File: src/rtl/adc_mux_pkg.sv
package adc_mux_pkg;

  localparam int PIN_W = 8;

  // analog pin mask for each configuration code
  function automatic logic [PIN_W-1:0] analog_map(input logic [2:0] code);
    logic [PIN_W-1:0] m;
    case (code)
      3'd0:    m = 8'h00;
      3'd1:    m = 8'h01;
      3'd2:    m = 8'h03;
      3'd3:    m = 8'h07;
      3'd4:    m = 8'h0E;
      3'd5,
      3'd6:    m = 8'h3F;
      default: m = 8'hFF;
    endcase
    return m;
  endfunction

  // conversion-clock ratio for each select code
  function automatic logic [3:0] div_ratio(input logic [1:0] sel);
    logic [3:0] r;
    case (sel)
      2'd0:    r = 4'd4;
      2'd1:    r = 4'd6;
      2'd2:    r = 4'd8;
      default: r = 4'd12;
    endcase
    return r;
  endfunction

endpackage

File: src/rtl/adc_pin_mux.sv
module adc_pin_mux
  import adc_mux_pkg::*;
#(
  parameter int NPINS = PIN_W
) (
  input  logic             clk,
  input  logic             rst,
  input  logic [NPINS-1:0] amask,
  input  logic [NPINS-1:0] dir_in,
  input  logic [NPINS-1:0] pu_in,
  output logic [NPINS-1:0] analog_q,
  output logic [NPINS-1:0] dir_q,
  output logic [NPINS-1:0] pu_q
);

  for (genvar i = 0; i < NPINS; i++) begin : g_pin
    always_ff @(posedge clk) begin
      if (rst) begin
        analog_q[i] <= 1'b0;
        dir_q[i]    <= 1'b1;
        pu_q[i]     <= 1'b0;
      end else begin
        analog_q[i] <= amask[i];
        dir_q[i]    <= amask[i] | dir_in[i];
        pu_q[i]     <= ~amask[i] & pu_in[i];
      end
    end
  end

endmodule

File: src/rtl/adc_clk_div.sv
module adc_clk_div
  import adc_mux_pkg::*;
#(
  parameter int CNT_W = 4
) (
  input  logic       clk,
  input  logic       rst,
  input  logic [1:0] sel,
  input  logic       reload,
  output logic       tick
);

  logic [CNT_W-1:0] cnt;
  logic [CNT_W-1:0] last;

  assign last = CNT_W'(div_ratio(sel)) - CNT_W'(1);
  assign tick = (cnt == last);

  always_ff @(posedge clk) begin
    if (rst || reload) cnt <= '0;
    else if (tick)     cnt <= '0;
    else               cnt <= cnt + CNT_W'(1);
  end

endmodule

File: src/rtl/adc_start_ctl.sv
module adc_start_ctl #(
  parameter int REINIT_MAX = 10,
  localparam int HCNT_W    = $clog2(REINIT_MAX + 2)
) (
  input  logic clk,
  input  logic rst,
  input  logic start,
  output logic fall,
  output logic short_pulse
);

  logic              start_q;
  logic [HCNT_W-1:0] hi_cnt;

  assign fall        = start_q & ~start;
  assign short_pulse = (hi_cnt <= HCNT_W'(REINIT_MAX));

  always_ff @(posedge clk) begin
    if (rst) begin
      start_q <= 1'b0;
      hi_cnt  <= '0;
    end else begin
      start_q <= start;
      if (start) begin
        if (!start_q)      hi_cnt <= HCNT_W'(1);
        else if (!(&hi_cnt)) hi_cnt <= hi_cnt + HCNT_W'(1);
      end
    end
  end

endmodule

File: src/rtl/adc_sar_seq.sv
module adc_sar_seq #(
  parameter int RES_W  = 10,
  localparam int IDX_W = $clog2(RES_W)
) (
  input  logic             clk,
  input  logic             rst,
  input  logic             tick,
  input  logic             fall,
  input  logic             short_pulse,
  input  logic             cfg_write,
  input  logic             chan_ok,
  input  logic             cmp_in,
  output logic             launch,
  output logic [RES_W-1:0] dac_code,
  output logic [RES_W-1:0] result,
  output logic             eoc_n,
  output logic             chan_bad
);

  logic             conv_q;
  logic             pending_q;
  logic             ok_q;
  logic [IDX_W-1:0] bit_idx;
  logic [RES_W-1:0] onehot;
  logic [RES_W-1:0] keep;
  logic             reinit;
  logic             idle_fall;

  assign idle_fall = fall & ~conv_q & ~cfg_write;
  assign reinit    = idle_fall & pending_q & short_pulse;
  assign launch    = idle_fall & ~(pending_q & short_pulse);

  always_comb begin
    onehot = RES_W'(1) << bit_idx;
    keep   = cmp_in ? dac_code : (dac_code & ~onehot);
  end

  always_ff @(posedge clk) begin
    if (rst) begin
      conv_q    <= 1'b0;
      pending_q <= 1'b0;
      ok_q      <= 1'b0;
      bit_idx   <= '0;
      dac_code  <= '0;
      result    <= '0;
      eoc_n     <= 1'b1;
      chan_bad  <= 1'b0;
    end else if (cfg_write) begin
      conv_q    <= 1'b0;
      dac_code  <= '0;
      pending_q <= 1'b1;
      eoc_n     <= 1'b0;
    end else if (conv_q) begin
      if (tick) begin
        if (bit_idx == '0) begin
          result   <= ok_q ? keep : '0;
          chan_bad <= ~ok_q;
          eoc_n    <= 1'b0;
          conv_q   <= 1'b0;
          dac_code <= '0;
        end else begin
          dac_code <= keep | (onehot >> 1);
          bit_idx  <= bit_idx - IDX_W'(1);
        end
      end
    end else if (reinit) begin
      eoc_n     <= 1'b1;
      pending_q <= 1'b0;
    end else if (launch) begin
      conv_q    <= 1'b1;
      bit_idx   <= IDX_W'(RES_W - 1);
      dac_code  <= RES_W'(1) << (RES_W - 1);
      ok_q      <= chan_ok;
      eoc_n     <= 1'b1;
      pending_q <= 1'b0;
    end
  end

endmodule

File: src/rtl/adc_pinmux_ctrl.sv
module adc_pinmux_ctrl
  import adc_mux_pkg::*;
#(
  parameter int RES_W      = 10,
  parameter int REINIT_MAX = 10,
  parameter int DIV_CNT_W  = 4
) (
  input  logic             clk,
  input  logic             rst,
  input  logic             cfg_we,
  input  logic [2:0]       cfg_wdata,
  input  logic             chan_we,
  input  logic [2:0]       chan_wdata,
  input  logic             clksel_we,
  input  logic [1:0]       clksel_wdata,
  input  logic             start,
  input  logic [PIN_W-1:0] port_dir,
  input  logic [PIN_W-1:0] port_pu,
  input  logic             cmp_in,
  output logic [PIN_W-1:0] pin_analog,
  output logic [PIN_W-1:0] pin_dir,
  output logic [PIN_W-1:0] pin_pullup,
  output logic [RES_W-1:0] dac_code,
  output logic [RES_W-1:0] result,
  output logic             eoc_n,
  output logic             chan_bad
);

  logic [2:0]       cfg_q;
  logic [2:0]       chan_q;
  logic [1:0]       clksel_q;
  logic [PIN_W-1:0] amask;
  logic             tick, fall, short_pulse, launch;

  always_ff @(posedge clk) begin
    if (rst) begin
      cfg_q    <= '0;
      chan_q   <= '0;
      clksel_q <= '0;
    end else begin
      if (cfg_we)    cfg_q    <= cfg_wdata;
      if (chan_we)   chan_q   <= chan_wdata;
      if (clksel_we) clksel_q <= clksel_wdata;
    end
  end

  assign amask = analog_map(cfg_q);

  adc_pin_mux #(.NPINS(PIN_W)) u_pins (
    .clk(clk), .rst(rst), .amask(amask), .dir_in(port_dir), .pu_in(port_pu),
    .analog_q(pin_analog), .dir_q(pin_dir), .pu_q(pin_pullup)
  );

  adc_clk_div #(.CNT_W(DIV_CNT_W)) u_div (
    .clk(clk), .rst(rst), .sel(clksel_q), .reload(clksel_we | launch), .tick(tick)
  );

  adc_start_ctl #(.REINIT_MAX(REINIT_MAX)) u_start (
    .clk(clk), .rst(rst), .start(start), .fall(fall), .short_pulse(short_pulse)
  );

  adc_sar_seq #(.RES_W(RES_W)) u_sar (
    .clk(clk), .rst(rst), .tick(tick), .fall(fall), .short_pulse(short_pulse),
    .cfg_write(cfg_we | chan_we), .chan_ok(amask[chan_q]), .cmp_in(cmp_in),
    .launch(launch), .dac_code(dac_code), .result(result), .eoc_n(eoc_n),
    .chan_bad(chan_bad)
  );

endmodule

File: config.mk
export PLATFORM = sky130hd
export DESIGN_NAME = adc_pinmux_ctrl
export DESIGN_NICKNAME = d
export VERILOG_FILES = /design/src/rtl/adc_mux_pkg.sv /design/src/rtl/adc_pin_mux.sv /design/src/rtl/adc_clk_div.sv /design/src/rtl/adc_start_ctl.sv /design/src/rtl/adc_sar_seq.sv /design/src/rtl/adc_pinmux_ctrl.sv
export SDC_FILE = /design/constraint.sdc
export NUM_CORES = 1
export LEC_CHECK = 0
export ABC_AREA = 1
export BUFFER_PORTS_ARGS = -buffer_cell sky130_fd_sc_hd__clkbuf_2
export CAP_MARGIN = 20
export CORE_MARGIN = 5
export CORE_UTILIZATION = 45
export CTS_BUF_LIST = sky130_fd_sc_hd__clkbuf_4 sky130_fd_sc_hd__clkbuf_8
export CTS_CLUSTER_SIZE = 30
export DETAILED_ROUTE_END_ITERATION = 10
export GPL_TIMING_DRIVEN = 0
export PLACE_DENSITY = 0.77
export SETUP_SLACK_MARGIN = 0.05
export SLEW_MARGIN = 40
export SYNTH_ARGS = -nofsm -noshare
export SYNTH_HDL_FRONTEND = slang
export SYNTH_SLANG_ARGS = --single-unit
File: constraint.sdc
create_clock -name clk -period 4.74 [get_ports clk]
set_input_delay 0.711 -clock clk [delete_from_list [all_inputs] [get_ports clk]]
set_output_delay 0.711 -clock clk [all_outputs]
set_load 0.1 [all_outputs]
Word level (Yosys, flattened, before mapping)
Index checks and enable logic that the tools add are counted.
{"block": "word_totals", "out_inout_bits": 46, "reg_bits": 70, "wordCells": 154}
{"block": "op_classes", "shift": 1, "mux": 33, "addsub": 4, "eq_ne": 16, "n_reduce_logical": 18, "bitwise_logic": 42, "order_cmp": 2}
{"op": "$mux 10", "n": 7}
{"op": "$pmux 8 s6", "n": 1}
{"op": "$mux 4", "n": 7}
{"op": "$mux 1", "n": 16}
{"op": "$and 1x1->1", "n": 15}
{"op": "$not 1->1", "n": 14}
{"op": "$pmux 4 s3", "n": 1}
{"op": "$reduce_and 4->1", "n": 3}
{"op": "$and 10x10->10", "n": 1}
{"op": "$not 10->10", "n": 1}
{"op": "$or 1x1->1", "n": 10}
{"op": "$or 10x9->10", "n": 1}
{"op": "$shl 1x4->10 const A", "n": 1}
{"op": "$eq 3x3->1 const B", "n": 3}
{"op": "$add 4x1->4 const B", "n": 2}
{"op": "$sub 4x1->4 const B", "n": 2}
{"op": "$eq 3x2->1 const B", "n": 2}
{"op": "$ne 2x2->1 const B", "n": 3}
{"op": "$ne 3x2->1 const B", "n": 2}
{"op": "$reduce_and 3->1", "n": 2}
{"op": "$reduce_or 2->1", "n": 3}
{"op": "$reduce_and 5->1", "n": 1}
{"op": "$eq 4x4->1", "n": 1}
{"op": "$le 4x4->1 const B", "n": 1}
{"op": "14 further kinds", "n": 16}

Depth between registers and ports, before layout
{"block": "depth", "word_depth": 9, "mapped_depth": 12, "mapped_depth_nobuf": 12}

Hierarchy
A second synthesis with hierarchy kept.
{"block": "unflattened", "hier_cells": 415, "area_unflattened_um2": 3071.7}
{"mod": "adc_sar_seq", "cells_per_inst": 201, "area_each_um2": 1453.9, "instances": 1, "seq_area_each_um2": 580.6}
{"mod": "adc_pin_mux", "cells_per_inst": 75, "area_each_um2": 689.4, "instances": 1, "seq_area_each_um2": 480.5}
{"mod": "adc_pinmux_ctrl", "cells_per_inst": 57, "area_each_um2": 379.1, "instances": 1, "seq_area_each_um2": 160.2}
{"mod": "adc_start_ctl", "cells_per_inst": 44, "area_each_um2": 291.5, "instances": 1, "seq_area_each_um2": 100.1}
{"mod": "adc_clk_div", "cells_per_inst": 38, "area_each_um2": 257.7, "instances": 1, "seq_area_each_um2": 80.1}

Worst setup path after synthesis
No wires, ideal clock.
{"block": "synth_path", "kind": "register to output", "from": "register u_pins.analog_q[5]", "to": "output pin_analog[5]", "required_time_ns": 4.029, "path_slack_ns": 2.673, "path_buffers": 1, "path_stages_with_launch": 2, "arrival_ns": 1.356, "cell_sequence": "dfxtp_1 > buf_4"}
{"element": "start: declaration", "line_no": "adc_pin_mux.sv:11", "text": "output logic [NPINS-1:0] analog_q,"}
{"element": "start signal: indexed assignment", "line_no": "adc_pin_mux.sv:23", "text": "analog_q[i] <= amask[i];"}
{"element": "end: declaration", "line_no": "adc_pinmux_ctrl.sv:20", "text": "output logic [PIN_W-1:0] pin_analog,"}
No word-level cell between the ends.

Worst setup path after layout
{"block": "layout_path", "from": "register clksel_q[1]", "to": "register u_sar.dac_code[8]"}
{"block": "layout_between", "elab_chain_cells": 6}
{"element": "start: declaration", "line_no": "adc_pinmux_ctrl.sv:31", "text": "logic [1:0] clksel_q;"}
{"element": "start signal: assignment", "line_no": "adc_pinmux_ctrl.sv:43", "text": "if (clksel_we) clksel_q <= clksel_wdata;"}
{"element": "$eq 2x2->1 (tied with other cells)", "line_no": "adc_mux_pkg.sv:24", "text": "case (sel)"}
{"element": "$pmux 4 s3 *", "line_no": "adc_mux_pkg.sv:24"}
{"element": "$sub 4x1->4 *", "line_no": "adc_clk_div.sv:16", "text": "assign last = CNT_W'(div_ratio(sel)) - CNT_W'(1);"}
{"element": "$eq 4x4->1 *", "line_no": "adc_clk_div.sv:17", "text": "assign tick = (cnt == last);"}
{"element": "$ne 2x2->1 (no source line) *"}
{"element": "$reduce_and 3->1 (no source line) *"}
{"element": "end signal: assignment", "line_no": "adc_sar_seq.sv:62", "text": "dac_code <= keep | (onehot >> 1);"}
{"element": "end signal: assignment", "line_no": "adc_sar_seq.sv:72", "text": "dac_code <= RES_W'(1) << (RES_W - 1);"}
{"element": "end: declaration", "line_no": "adc_sar_seq.sv:14", "text": "output logic [RES_W-1:0] dac_code,"}
Mark *: on every way between the ends. The rest lies on a longest branch, timed or not.
A chain may end at the register's enable or synchronous reset.

==> reports/results.tsv <==
metric	value	unit
Critical Path Sink Type	flip-flop	
#FFs+latches synth	68	
Switching Share	29.0	%
Max Root-Sink Buffers	2	
worst-path maximum fanout	9	
clock sinks	68	
setup ws final	2800	ps
Min Hold Slack	440	ps
maximum vdd drop	0.000185	V
Hold Crit Class	flip-flop to flip-flop	
number of global-route vias before repair	2592	
Die Span Y	90.7	um
hpwl dp	5280	um
top-area cell type share of the netlist area	46.5	%
CTS resizes	0	
Antenna Violating Nets Remaining	0	
Clk network pwr share	38.8	%
Tmin final	1940	ps
Cells after Synth	387	
CTS tree	yes	
WS Path Type	flip-flop to flip-flop	
CTS Buf Count	9	
Hold Path Depth	1	
hold_buf cts	0	
slew margin rel.	63.2	%
Place WS	2670	ps
Final Cycle Share	40.8	%
post-DR wirelength/cell	12.8	um
Pins Over Slew Limit	0	
CP required	4970	ps
final hold violation count	0	
Iter 0 DRT Violations	164	
Synth async-reset ratio	0	%
Routed WL	7100	um
Area Growth Syn to Fin	22.8	%
row count	29	
# IOs	77	
Die ar.	8220	sq um
antenna violations before repair	0	
clk_lat worst skew	340	ps
Overflow after GRT	0	
Synth Warn #	0	
Layout Nets	513	
largest cells by area after synthesis	dfxtp_1, nor2_1, nand2_1, o21ai_0, a21oi_1	
sequential area share after synthesis	46.5	%
most instantiated cells after synthesis	nor2_1, dfxtp_1, nand2_1, o21ai_0, inv_1	
Root Driver	clkbuf_8	
Setup Total Neg Slack	0	ps
# setup viols final	0	
H-tree Lvls	3	
Avg Synthesized Cell Area	7.57	sq um
drt drc	0	
Die Wd	90.7	um
drt via density	4.95	
Worst-Margin Slew	555	ps
Netlist Area Pre-Place	2930	sq um
CP startpoint kind	flip-flop	
most common cell in the netlist	nor2_1	
WP data arrival	2170	ps
P_leak	1.59	nW
Fin Clk Skew	8.09	ps
core area	6350	sq um
Port-buffer cells	74	
worst r2r path cells	10	
Internal	895	uW
post-CTS setup buffer count	0	
Vias	2743	
Initial Util	46.1	%
power density over cell area	351	nW/um^2
Syn Nets	428	
Net Sw Power	366	uW
GRT Total Usage	17.4	%
Yosys cell types	30	
Post-synth EDFFs	0	
register share of total power	47.8	%
Post-synth top flop	dfxtp_1	
status	completed	
Tot Pwr	1.26	mW
Logic pwr share	13.4	%
layout cells sized above 1	24.5	%
CTS clk-pin slew, worst paths	70	ps
maxcap violations	0	
DR pass1 iterations	4	
ANT cells	0	
largest net degree at the start of global routing	12	
FMAX	516	MHz
RePlAce Congestion	0.880	
Synth area leader	dfxtp_1	
first-pass GRT wire length	11900	um
unrepaired setup endpoints after global routing	no	
[cells in the final DEF, fill, tap and decap left out]
cell type	instances
a31oi_1	1
a21oi_1	32
nand2_4	1
ha_1	10
nand2_2	4
clkinv_4	1
o211ai_1	1
inv_2	4
dlygate4sd3_1	1
buf_2	1
inv_1	34
nand4_1	8
or2_2	5
clkbuf_1	3
nor3_4	1
buf_6	4
clkinv_1	2
buf_4	3
o21a_1	1
nor2_1	80
bufinv_16	1
a211oi_1	2
dfxtp_1	68
nor2_2	1
clkinv_2	2
nand3b_1	1
clkbuf_8	10
nand2_1	59
a21oi_2	1
nor2_4	2
xor2_1	2
nand3_1	12
xnor2_1	2
clkbuf_4	2
o21ai_0	41
clkbuf_2	74
[power groups by stage]
stage	Clock, mW	Combinational [mW]	Sequential (mW)
after floorplan	0	0.0493	0.696
after global placement	0	0.166	0.614
after detailed placement	0	0.169	0.615
after CTS	0.497	0.170	0.602
after global routing	0.522	0.181	0.604
final	0.489	0.169	0.602
[final cells by class]
class | count | area, sq um
fill | 589 | 2750
sequential | 68 | 1360
multi-input combinational | 267 | 1320
timing repair buffer | 74 | 370
clock buffer | 12 | 153
inverter | 40 | 150
tap | 77 | 96.3
buffer | 12 | 93.8
clock inverter | 4 | 48.8
[final timing paths]
path | startpoint | to | slack (ps)
setup / recovery | clksel_q[1] | u_sar.dac_code[8] | 2800
hold / removal | u_sar.ok_q | u_sar.chan_bad | 440
setup reg to reg | clksel_q[1] | u_sar.dac_code[8] | 2800
hold reg to reg | u_sar.ok_q | u_sar.chan_bad | 440
[kinds of logic (layout without fill, tap and decap cells)]
logic type               Yosys count  in the layout  share of synthesized area [%]
AO/OA/AOI/OAI                     79             79                           14.0
XOR/XNOR                           4              4                           1.20
adder cells (fa/ha/maj)           10             10                           4.27
buffers and inverters             52            142                           8.33
flip-flops                        68             68                           46.5
AND/OR/NAND/NOR                  174            174                           25.7
[through the flow]
stage          utilization, %  instances  instance area (sq um)
2_1_floorplan               -        387                   2930
3_3_place_gp             53.5        538                   3390
3_5_place_dp             53.5        538                   3390
4_1_cts                  56.6        554                   3600
5_1_grt                  56.6        554                   3600
6_report                 56.6        554                   3600
[routing by layer]
metal	wire length, um	part of all wire, %	GRT usage (%)	vias to the layer above
met2	3580	50	29.4	55
met5	0	0	0	-
met3	355	5.0	4.75	15
met1	3050	43	20.9	1260
met4	121	1.7	6.58	0
li1	-	-	-	1413
[sequential cells by signal, summed over array words and instances (netlist names)]
signal,flops
u_sar.dac_code,10
u_sar.result,10
u_pins.dir_q,8
u_pins.pu_q,8
u_pins.analog_q,6
u_div.cnt,4
u_sar.bit_idx,4
u_start.hi_cnt,4
cfg_q,3
chan_q,3
clksel_q,2
u_sar.chan_bad,1
u_sar.conv_q,1
u_sar.eoc_n,1
u_sar.ok_q,1
u_sar.pending_q,1
u_start.start_q,1
[worst max-delay path, cell delays in order, from the launching register on]
cell and delay (ps):
dfxtp_1 340, inv_1 60, ha_1 290, o21ai_0 180
nor2_1 60, nand2_1 220, nand2_1 130, nand2_2 100
clkinv_1 220, nor2_1 170, nor2_1 60
(Power assumes the default switching activity.)
